`src/rtl/ipq_pkg.sv`:
```
package ipq_pkg;

  typedef enum logic [1:0] {
    SZ_BYTE   = 2'd0,
    SZ_WORD   = 2'd1,
    SZ_TRIPLE = 2'd2,
    SZ_DWORD  = 2'd3
  } rd_size_e;

  // byte-lane mask covering the lowest cnt lanes of a 32-bit word
  function automatic logic [31:0] lane_mask(input logic [2:0] cnt);
    logic [31:0] m;
    m = '0;
    for (int i = 0; i < 4; i++) begin
      if (i < int'(cnt)) m[i*8 +: 8] = 8'hFF;
    end
    return m;
  endfunction

endpackage

```
`src/rtl/ipq_byte_store.sv`:
```
module ipq_byte_store #(
  parameter int QLEN = 16,
  parameter int OFFW = $clog2(QLEN)
) (
  input  logic            clk_i,
  input  logic            rst_ni,
  input  logic            wr_en_i,
  input  logic [OFFW-1:0] wr_slot_i,
  input  logic [7:0]      wr_byte_i,
  input  logic [OFFW-1:0] rd_slot_i,
  output logic [31:0]     rd_bytes_o
);

  logic [7:0] mem_q [QLEN];

  always_ff @(posedge clk_i or negedge rst_ni) begin
    if (!rst_ni) begin
      for (int i = 0; i < QLEN; i++) mem_q[i] <= '0;
    end else if (wr_en_i) begin
      mem_q[wr_slot_i] <= wr_byte_i;
    end
  end

  // four consecutive slots, wrapping inside the window
  for (genvar l = 0; l < 4; l++) begin : g_lane
    logic [OFFW-1:0] slot;
    assign slot = rd_slot_i + OFFW'(l);
    assign rd_bytes_o[l*8 +: 8] = mem_q[slot];
  end

endmodule

```
`src/rtl/ipq_refill_seq.sv`:
```
module ipq_refill_seq #(
  parameter int AW   = 32,
  parameter int QLEN = 16,
  parameter int OFFW = $clog2(QLEN),
  parameter int CW   = OFFW + 1
) (
  input  logic            clk_i,
  input  logic            rst_ni,
  input  logic            start_i,
  input  logic [AW-1:0]   start_addr_i,
  input  logic            abort_i,
  output logic            busy_o,
  output logic            done_o,
  output logic [CW-1:0]   done_len_o,
  output logic            wr_en_o,
  output logic [OFFW-1:0] wr_slot_o,
  output logic [7:0]      wr_byte_o,
  output logic            mem_req_o,
  output logic [AW-1:0]   mem_addr_o,
  input  logic            mem_gnt_i,
  input  logic            mem_rvalid_i,
  input  logic [7:0]      mem_rdata_i
);

  logic          busy_q, aborted_q;
  logic [AW-1:0] base_q;
  logic [CW-1:0] len_q, issued_q, recvd_q;
  logic          grant, take_rsp, finishing;

  assign mem_req_o  = busy_q && (issued_q < len_q);
  assign mem_addr_o = base_q + AW'(issued_q);
  assign grant      = mem_req_o && mem_gnt_i;
  assign take_rsp   = busy_q && mem_rvalid_i && (recvd_q < issued_q);
  assign finishing  = busy_q && (issued_q == len_q) && (recvd_q == len_q);

  assign busy_o     = busy_q;
  assign done_o     = finishing && !aborted_q;
  assign done_len_o = len_q;
  assign wr_en_o    = take_rsp && !aborted_q;
  assign wr_slot_o  = base_q[OFFW-1:0] + recvd_q[OFFW-1:0];
  assign wr_byte_o  = mem_rdata_i;

  always_ff @(posedge clk_i or negedge rst_ni) begin
    if (!rst_ni) begin
      busy_q    <= 1'b0;
      aborted_q <= 1'b0;
      base_q    <= '0;
      len_q     <= '0;
      issued_q  <= '0;
      recvd_q   <= '0;
    end else if (!busy_q) begin
      if (start_i) begin
        busy_q    <= 1'b1;
        aborted_q <= 1'b0;
        base_q    <= start_addr_i;
        len_q     <= CW'(QLEN) - CW'(start_addr_i[OFFW-1:0]);
        issued_q  <= '0;
        recvd_q   <= '0;
      end
    end else if (finishing) begin
      busy_q <= 1'b0;
    end else begin
      if (grant)    issued_q <= issued_q + 1'b1;
      if (take_rsp) recvd_q  <= recvd_q + 1'b1;
      if (abort_i) begin
        // stop issuing; drain what is already owed
        aborted_q <= 1'b1;
        len_q     <= issued_q + CW'(grant);
      end
    end
  end


  issue_bound_chk: assert property (@(posedge clk_i) disable iff (!rst_ni)
    busy_q |-> (issued_q <= len_q));


  recv_bound_chk: assert property (@(posedge clk_i) disable iff (!rst_ni)
    busy_q |-> (recvd_q <= issued_q));


  addr_step_chk: assert property (@(posedge clk_i) disable iff (!rst_ni)
    (grant && !abort_i) |=> (!mem_req_o || (mem_addr_o == $past(mem_addr_o) + AW'(1))));

endmodule

```
`src/rtl/ipq_lane_merge.sv`:
```
module ipq_lane_merge
  import ipq_pkg::*;
(
  input  logic [31:0] hold_data_i,
  input  logic [2:0]  hold_cnt_i,
  input  logic [31:0] win_bytes_i,
  input  logic [2:0]  take_cnt_i,
  output logic [31:0] merged_o
);

  logic [31:0] fresh;

  assign fresh    = win_bytes_i & lane_mask(take_cnt_i);
  assign merged_o = hold_data_i | (fresh << {hold_cnt_i, 3'b000});

endmodule

```
`src/rtl/instr_prefetch_queue.sv`:
```
module instr_prefetch_queue
  import ipq_pkg::*;
#(
  parameter int AW   = 32,
  parameter int QLEN = 16
) (
  input  logic          clk_i,
  input  logic          rst_ni,
  input  logic          flush_i,
  input  logic          rd_valid_i,
  input  logic [AW-1:0] rd_addr_i,
  input  logic [1:0]    rd_size_i,
  output logic          rd_ready_o,
  output logic [31:0]   rd_data_o,
  output logic          mem_req_o,
  output logic [AW-1:0] mem_addr_o,
  input  logic          mem_gnt_i,
  input  logic          mem_rvalid_i,
  input  logic [7:0]    mem_rdata_i
);

  localparam int OFFW = $clog2(QLEN);
  localparam int CW   = OFFW + 1;
  localparam int RW   = OFFW + 2;

  logic signed [RW-1:0] remain_q;
  logic [2:0]           hold_cnt_q;
  logic [31:0]          hold_data_q;

  rd_size_e             sz;
  logic [2:0]           n_bytes, need, take_cnt;
  logic signed [RW-1:0] need_s;
  logic [AW-1:0]        eff_addr, fill_addr;
  logic                 can_go, rem_pos, enough, serve, partial, start_fill;
  logic [31:0]          win_bytes, merged;

  logic                 fill_busy, fill_done, wr_en;
  logic [CW-1:0]        fill_len;
  logic [OFFW-1:0]      wr_slot;
  logic [7:0]           wr_byte;

  assign sz       = rd_size_e'(rd_size_i);
  assign n_bytes  = {1'b0, sz} + 3'd1;
  assign need     = n_bytes - hold_cnt_q;
  assign need_s   = $signed(RW'(need));
  assign eff_addr = rd_addr_i + AW'(hold_cnt_q);

  assign can_go     = rd_valid_i && !fill_busy && !flush_i;
  assign rem_pos    = remain_q > 0;
  assign enough     = remain_q >= need_s;
  assign serve      = can_go && enough;
  assign partial    = can_go && rem_pos && !enough;
  assign start_fill = can_go && !enough;
  assign take_cnt   = enough ? need : remain_q[2:0];
  assign fill_addr  = eff_addr + (partial ? AW'(take_cnt) : AW'(0));

  assign rd_ready_o = serve;
  assign rd_data_o  = merged;

  ipq_byte_store #(.QLEN(QLEN), .OFFW(OFFW)) store_i (
    .clk_i      (clk_i),
    .rst_ni     (rst_ni),
    .wr_en_i    (wr_en),
    .wr_slot_i  (wr_slot),
    .wr_byte_i  (wr_byte),
    .rd_slot_i  (eff_addr[OFFW-1:0]),
    .rd_bytes_o (win_bytes)
  );

  ipq_refill_seq #(.AW(AW), .QLEN(QLEN), .OFFW(OFFW), .CW(CW)) refill_i (
    .clk_i        (clk_i),
    .rst_ni       (rst_ni),
    .start_i      (start_fill),
    .start_addr_i (fill_addr),
    .abort_i      (flush_i),
    .busy_o       (fill_busy),
    .done_o       (fill_done),
    .done_len_o   (fill_len),
    .wr_en_o      (wr_en),
    .wr_slot_o    (wr_slot),
    .wr_byte_o    (wr_byte),
    .mem_req_o    (mem_req_o),
    .mem_addr_o   (mem_addr_o),
    .mem_gnt_i    (mem_gnt_i),
    .mem_rvalid_i (mem_rvalid_i),
    .mem_rdata_i  (mem_rdata_i)
  );

  ipq_lane_merge merge_i (
    .hold_data_i (hold_data_q),
    .hold_cnt_i  (hold_cnt_q),
    .win_bytes_i (win_bytes),
    .take_cnt_i  (take_cnt),
    .merged_o    (merged)
  );

  always_ff @(posedge clk_i or negedge rst_ni) begin
    if (!rst_ni) begin
      remain_q    <= '0;
      hold_cnt_q  <= '0;
      hold_data_q <= '0;
    end else if (flush_i) begin
      remain_q    <= '0;
      hold_cnt_q  <= '0;
      hold_data_q <= '0;
    end else if (fill_done) begin
      remain_q <= $signed(RW'(fill_len));
    end else if (serve) begin
      remain_q    <= remain_q - need_s;
      hold_cnt_q  <= '0;
      hold_data_q <= '0;
    end else if (partial) begin
      // low lanes captured; refill supplies the rest
      remain_q    <= '0;
      hold_cnt_q  <= hold_cnt_q + take_cnt;
      hold_data_q <= merged;
    end
  end


  ready_stall_chk: assert property (@(posedge clk_i) disable iff (!rst_ni)
    rd_ready_o |-> !fill_busy);


  remain_range_chk: assert property (@(posedge clk_i) disable iff (!rst_ni)
    (remain_q >= 0) && (remain_q <= QLEN));


  refill_load_chk: assert property (@(posedge clk_i) disable iff (!rst_ni)
    (fill_done && !flush_i) |=> (remain_q == $signed(RW'($past(fill_len)))));


  flush_clear_chk: assert property (@(posedge clk_i) disable iff (!rst_ni)
    flush_i |=> ((remain_q == 0) && (hold_cnt_q == 3'd0)));


  consume_chk: assert property (@(posedge clk_i) disable iff (!rst_ni)
    (rd_valid_i && rd_ready_o) |=> (remain_q == $past(remain_q) - $past(need_s)));


  split_start_chk: assert property (@(posedge clk_i) disable iff (!rst_ni)
    partial |=> fill_busy);

endmodule

```
`config.mk`:
```
export PLATFORM = sky130hd
export DESIGN_NAME = instr_prefetch_queue
export DESIGN_NICKNAME = d
export VERILOG_FILES = /design/src/rtl/ipq_pkg.sv /design/src/rtl/ipq_byte_store.sv /design/src/rtl/ipq_refill_seq.sv /design/src/rtl/ipq_lane_merge.sv /design/src/rtl/instr_prefetch_queue.sv
export SDC_FILE = /design/constraint.sdc
export NUM_CORES = 1
export LEC_CHECK = 0
export BUFFER_PORTS_ARGS = -buffer_cell sky130_fd_sc_hd__buf_2
export CAP_MARGIN = 20
export CORE_AREA = 2 2 177 161
export DETAILED_ROUTE_END_ITERATION = 7
export DIE_AREA = 0 0 179 163
export PLACE_DENSITY = 0.79
export SLEW_MARGIN = 20
export SYNTH_ARGS = -nofsm -noshare
export SYNTH_HDL_FRONTEND = slang
export SYNTH_SLANG_ARGS = --single-unit
export TNS_END_PERCENT = 10
```
`constraint.sdc`:
```
create_clock -name clk_i -period 13.47 [get_ports clk_i]
set_clock_uncertainty 0.15 [all_clocks]
set_input_delay 1.347 -clock clk_i [delete_from_list [all_inputs] [get_ports clk_i]]
set_output_delay 1.347 -clock clk_i [all_outputs]
set_load 0.01 [all_outputs]
```
; Word level (Yosys, flattened, before mapping)
; Cells that the tools add are included.
[classes]
addsub = 15
mul = 0
div = 0
magnitude_cmp = 14
eq_ne = 7
shift = 1
n_mux = 51
bitwise = 8
reduce_logical = 27
[op_table]
columns = operator, n
row1 = $bmux W8 S4, 4
row2 = $bwmux W128, 1
row3 = $mux W32, 4
row4 = $mux W8, 13
row5 = $add A32 B3 Y32, 2
row6 = $mux W5, 11
row7 = $add A32 B5 Y32, 1
row8 = $and A32 B32 Y32, 1
row9 = $demux W8 S4, 1
row10 = $or A32 B32 Y32, 1
row11 = $shl A32 B6 Y32, 1
row12 = $ge A5 B5 Y1 const B, 5
row13 = $not A4 Y5, 5
row14 = $mux W6, 4
row15 = $mux W3, 6
row16 = $logic_and A1 B1 Y1, 15
row17 = $add A5 B1 Y5 const B, 2
row18 = $eq A5 B5 Y1, 2
row19 = $lt A5 B5 Y1, 2
row20 = $ne A2 B2 Y1 const B, 5
row21 = $reduce_and A3 Y1, 3
row22 = $add A4 B2 Y4 const B, 2
row23 = $mux W1, 7
row24 = $ge A6 B4 Y1, 1
row25 = 18 further kinds, 24
[totals]
register_bits = 218
latch_bits = 0
ramBits = 0
rom_bits = 0
input_bits = 48
output_inout_bits = 66
n_memories = 0

; Logic depth before layout (Yosys ltp)
[depth]
depth_word = 13
ltp_mapped = 25

; By module
; Synthesis repeated with hierarchy kept, for this count alone.
[unflattened]
cells_unflattened = 1565
area_unflattened_um2 = 17017.6
[by_module_without_submodules]
columns = mod, instances, cells_per_inst, area_each_um2, seq_area_each_um2
row1 = ipq_byte_store, 1, 583, 8852.2, 3203.1
row2 = instr_prefetch_queue, 1, 423, 3573.4, 1026.0
row3 = ipq_refill_seq, 1, 409, 3407.0, 1226.2
row4 = ipq_lane_merge, 1, 150, 1184.9, 0.0

; Worst setup path before layout
; OpenSTA, ideal clock, no wires.
[synth_timing]
path_type = input -> output
start = input rd_addr_i[0]
end = output rd_data_o[18]
arrival_ns = 4.928
required_time_ns = 11.973
path_slack_ns = 7.045
path_stages = 14
path_cell_list = ha_1 -> fa_1 -> xor2_4 -> buf_4 -> buf_4 -> ha_1 -> xnor3_1 -> buf_1 -> buf_2 -> mux2i_1 -> nand2_1 -> a32o_1 -> a31oi_1 -> nand2b_1
[synth_via]
elab_chain_len = 9
word_cells_on_any_way = 23
classes_between = add/sub (4) / shift (1) / mux (12) / bitwise (6)
[synth_rtl]
columns = item, line_no
row1 = from (decl), instr_prefetch_queue.sv:11  ; input logic [AW-1:0] rd_addr_i,
row2 = $add A32 B3 Y32 *, instr_prefetch_queue.sv:46  ; assign eff_addr = rd_addr_i + AW'(hold_cnt_q);
row3 = $add A4 B1 Y4 or $add A4 B2 Y4 (tied branches), ipq_byte_store.sv:27  ; assign slot = rd_slot_i + OFFW'(l);
row4 = $not A4 Y5 (not written as such), ipq_byte_store.sv:28  ; assign rd_bytes_o[l*8 +: 8] = mem_q[slot];
row5 = $bmux W8 S4, ipq_byte_store.sv:28
row6 = $mux W8 (not written as such) (2 in series), ipq_byte_store.sv:28
row7 = $and A32 B32 Y32 *, ipq_lane_merge.sv:13  ; assign fresh = win_bytes_i & lane_mask(take_cnt_i);
row8 = $shl A32 B6 Y32 *, ipq_lane_merge.sv:14  ; assign merged_o = hold_data_i | (fresh << {hold_cnt_i, 3'b000});
row9 = $or A32 B32 Y32 *, ipq_lane_merge.sv:14
row10 = to (decl), instr_prefetch_queue.sv:14  ; output logic [31:0] rd_data_o,
; Mark *: on every way between the ends. The rest lies on a longest branch, timed or not. The select of a mux whose other input is x is not followed.

; Worst setup path after layout
[layout_timing]
start = input rd_size_i[1]
end = register refill_i.base_q[24]
[layout_via]
elab_chain_len = 7
word_cells_on_any_way = 10
classes_between = add/sub (3) / order compare (1) / mux (2) / reduce/logical (4)
[layout_rtl]
columns = item, line_no
row1 = from (decl), instr_prefetch_queue.sv:12  ; input logic [1:0] rd_size_i,
row2 = $add A2 B1 Y3 *, instr_prefetch_queue.sv:43  ; assign n_bytes = {1'b0, sz} + 3'd1;
row3 = $sub A3 B3 Y3 *, instr_prefetch_queue.sv:44  ; assign need = n_bytes - hold_cnt_q;
row4 = $ge A6 B4 Y1, instr_prefetch_queue.sv:50  ; assign enough = remain_q >= need_s;
row5 = $logic_not A1 Y1, "instr_prefetch_queue.sv:52, instr_prefetch_queue.sv:53"
row6 = $logic_and A1 B1 Y1, instr_prefetch_queue.sv:52  ; assign partial = can_go && rem_pos && !enough;
row7 = $mux W3, instr_prefetch_queue.sv:55  ; assign fill_addr = eff_addr + (partial ? AW'(take_cnt) : AW'(0));
row8 = $add A32 B3 Y32, instr_prefetch_queue.sv:55
row9 = to (signal assigned), ipq_refill_seq.sv:55  ; base_q <= start_addr_i;
row10 = to (decl), ipq_refill_seq.sv:26  ; logic [AW-1:0] base_q;
; Mark *: on every way between the ends. The rest lies on a longest branch, timed or not.
; A chain may end at the register's enable or synchronous reset.

==> metrics.md <==
| Metric | Value |
|---|---|
| Yosys cell types | 74 |
| Inst Count DP | 1879 |
| Max capacitance violation total | 0 |
| Post-place instance area | 0.01702 sq mm |
| GPL Wtd Cong | 0.9348 |
| Post-CTS Resized | 0 |
| Reg2reg start | hold_cnt_q[0] |
| CP max FO | 58 |
| Crit path launch | rd_size_i[1] |
| Initial core utilization | 58.90% |
| Io pins | 114 |
| Pre-antenna DRT Iters | 8 |
| Core ar. | 0.02750 sq mm |
| Chip width | 179 microns |
| Root Buffer | clkbuf_16 |
| CTS Sinks | 218 |
| Post-synth EDFFs | 0 |
| Final min period | 7744 ps |
| Post-synthesis sequential area ratio | 33.68% |
| Post-Synthesis Cells | 1468 |
| Final instance count without filler cells | 1926 |
| Clk_lat worst skew | 530 ps |
| Hold crit path type | reg -> reg |
| Synth warnings | 0 |
| Layout Nets | 1640 |
| TritonCTS buffer count | 25 |
| Maximum VDD drop | 0.0001144 V |
| Critical setup path kind | in -> reg |
| Pin count of the biggest net entering global routing | 88 |
| Post-Syn Area | 0.01620 sq mm |
| Rows | 58 |
| HP Start | hold_data_q[21] |
| Worst slew margin | 27.27% |
| PD cells | 125.5 mW/mm^2 |
| Worst-margin pin slew | 1091 ps |
| IO buf count | 113 |
| Data required, critical path | 13740 ps |
| Leak | 8.335 nW |
| Post-layout util | 64.98% |
| Startpoint Class | primary input |
| Iteration-0 DRC Markers | 1414 |
| Final Hold Viols | 0 |
| Wirelength per Cell | 24.37 microns |
| Vias per Instance | 6.820 |
| Drt total wl | 46940 microns |
| DRC | 0 |
| Final period util | 57.49% |
| Outcome | finished clean |
| Antenna Nets Post-Route | 0 |
| Post-route cell area | 0.01787 sq mm |
| Die footprint | 0.02918 sq mm |
| Global-route wire length before repair | 72130 microns |
| Hold Buf Count CTS | 0 |
| WP data arrival | 8010 ps |
| Most frequent cell after synthesis | dfrtp_1 |
| Postcts setup bufs | 0 |
| Synth top cells by count | 218 x dfrtp_1, 161 x nand2_1, 135 x mux2_2 |
| Syn nets | 1561 |
| Largest cells by area after synthesis | dfrtp_1 34%, mux4_2 16%, mux2_2 9.4% |
| Top-area cell type share of the netlist area | 33.68% |
| Yosys reg bits | 218 |
| Synth async-reset ratio | 100.0% |
| Critical Path End Type | flip-flop |
| Max Slew Vio Count | 0 |
| Global route overflow | 0 |
| CTS tree | built |
| Overall Global Routing Usage | 32.35% |
| RSZ-0062 raised after global routing | no |
| Upper clock frequency limit | 0.1291 GHz |
| Final setup fails | 0 |
| Number of antenna violations at the first check in global routing | 0 |
| Die H | 163 microns |
| Syn avg cell area | 11.03 sq um |
| Antenna diodes | 0 |
| Area Overhead vs Synth | 10.33% |
| Dominant synthesized flop cell | dfrtp_1 |
| Post-synth top area cell | dfrtp_1 |
| Hpwl dp | 32620 microns |
| Max clock buf depth | 3 |
| TNS Setup | 0 ps |
| Clock slew at reported path FFs | 60 ps |
| Via count | 13140 |
| H-tree depth | 1 |
| Vias in the first global route | 12790 |
| Layout cells sized above 1 | 27.97% |
## per-layer routing
layer / up-vias / track usage, % / routed length [microns]
li1: 5677 / - / -
met1: 6533 / 43.93 / 18630
met2: 734 / 48.76 / 21430
met3: 191 / 6.256 / 4039
met4: 0 / 18.59 / 2841
met5: - / 0 / 0
## cell usage in the layout, fill, tap and decap left out, types with 38 or more instances in the layout
cell type	count
buf_2	112
dfrtp_1	218
mux2_2	135
mux2i_1	102
mux4_2	116
nand2_1	161
nor2_1	63
o21ai_0	59
xnor2_1	59
xor2_1	38
## cell families (layout without fill, tap and decap cells)
kind of cell | count (synthesis) | in the layout | synth area share (%)
muxes | 353 | 353 | 31.81
buffers and inverters | 113 | 211 | 2.935
AOI/OAI and AO/OA | 229 | 229 | 9.485
DFF | 218 | 218 | 33.68
xor gates and xnor gates | 104 | 104 | 6.102
and+or+nand+nor | 406 | 406 | 12.23
adders and majority gates | 45 | 45 | 3.754
## critical path, cell delays in order
cell and delay [ps]:
buf_2 80, inv_1 60, ha_1 270, inv_1 40, ha_1 200, xnor2_1 160, xnor2_1 160, inv_1 70
ha_1 310, nand2b_1 140, a41oi_1 390, nand2b_2 820, a211oi_1 1050, and2_1 240, ha_1 170, inv_1 60
fa_1 390, inv_1 70, a21oi_1 70, nor4_1 450, nand2_1 190, nor3_1 620, nand4_1 200, xnor2_1 170
mux2_2 260
## stage by stage
| step | hold slack [ps] | setup WS, ps | power [mW] |
|---|---|---|---|
| after floorplan | 291.3 | 7045 | 1.332 |
| after global placement | 305.2 | 5462 | 1.528 |
| after detailed placement | 314.1 | 5288 | 1.556 |
| after CTS | 327.1 | 5834 | 2.241 |
| after global routing | 362.8 | 5115 | 2.360 |
| final | 325.5 | 5726 | 2.243 |
## state kept, by name (all words and copies together) (netlist names)
register             cells
remain_q                 6
hold_cnt_q               3
refill_i.issued_q        5
refill_i.recvd_q         5
refill_i.done_len_o      5
store_i.mem_q          128
refill_i.aborted_q       1
refill_i.busy_o          1
hold_data_q             32
refill_i.base_q         32
## final cells by class
class | count | area (sq um)
fillers | 2107 | 9632
multi-input cells | 1137 | 10310
clock inverters | 8 | 72.57
well taps | 360 | 450.4
repair buffers | 127 | 678.2
flip-flops and latches | 218 | 5455
inverters | 38 | 142.6
clock buffers | 38 | 764.5
## where the power goes
group / total (mW) / internal (mW) / switching (mW)
Combinational: 0.694 / 0.316 / 0.378
Clock: 0.682 / 0.395 / 0.286
Sequential: 0.868 / 0.742 / 0.126
## final timing paths
path	endpoint	slack (ps)	cells after the start
setup reg to reg	refill_i.base_q[24]	6010	23
setup / recovery	refill_i.base_q[24]	5730	25
min in group asynchronous	refill_i.issued_q[0]	640	1
hold / removal	hold_data_q[21]	330	2
hold reg to reg	hold_data_q[21]	330	2
max in group asynchronous	hold_data_q[22]	11040	2
(Power assumes the default switching activity.)
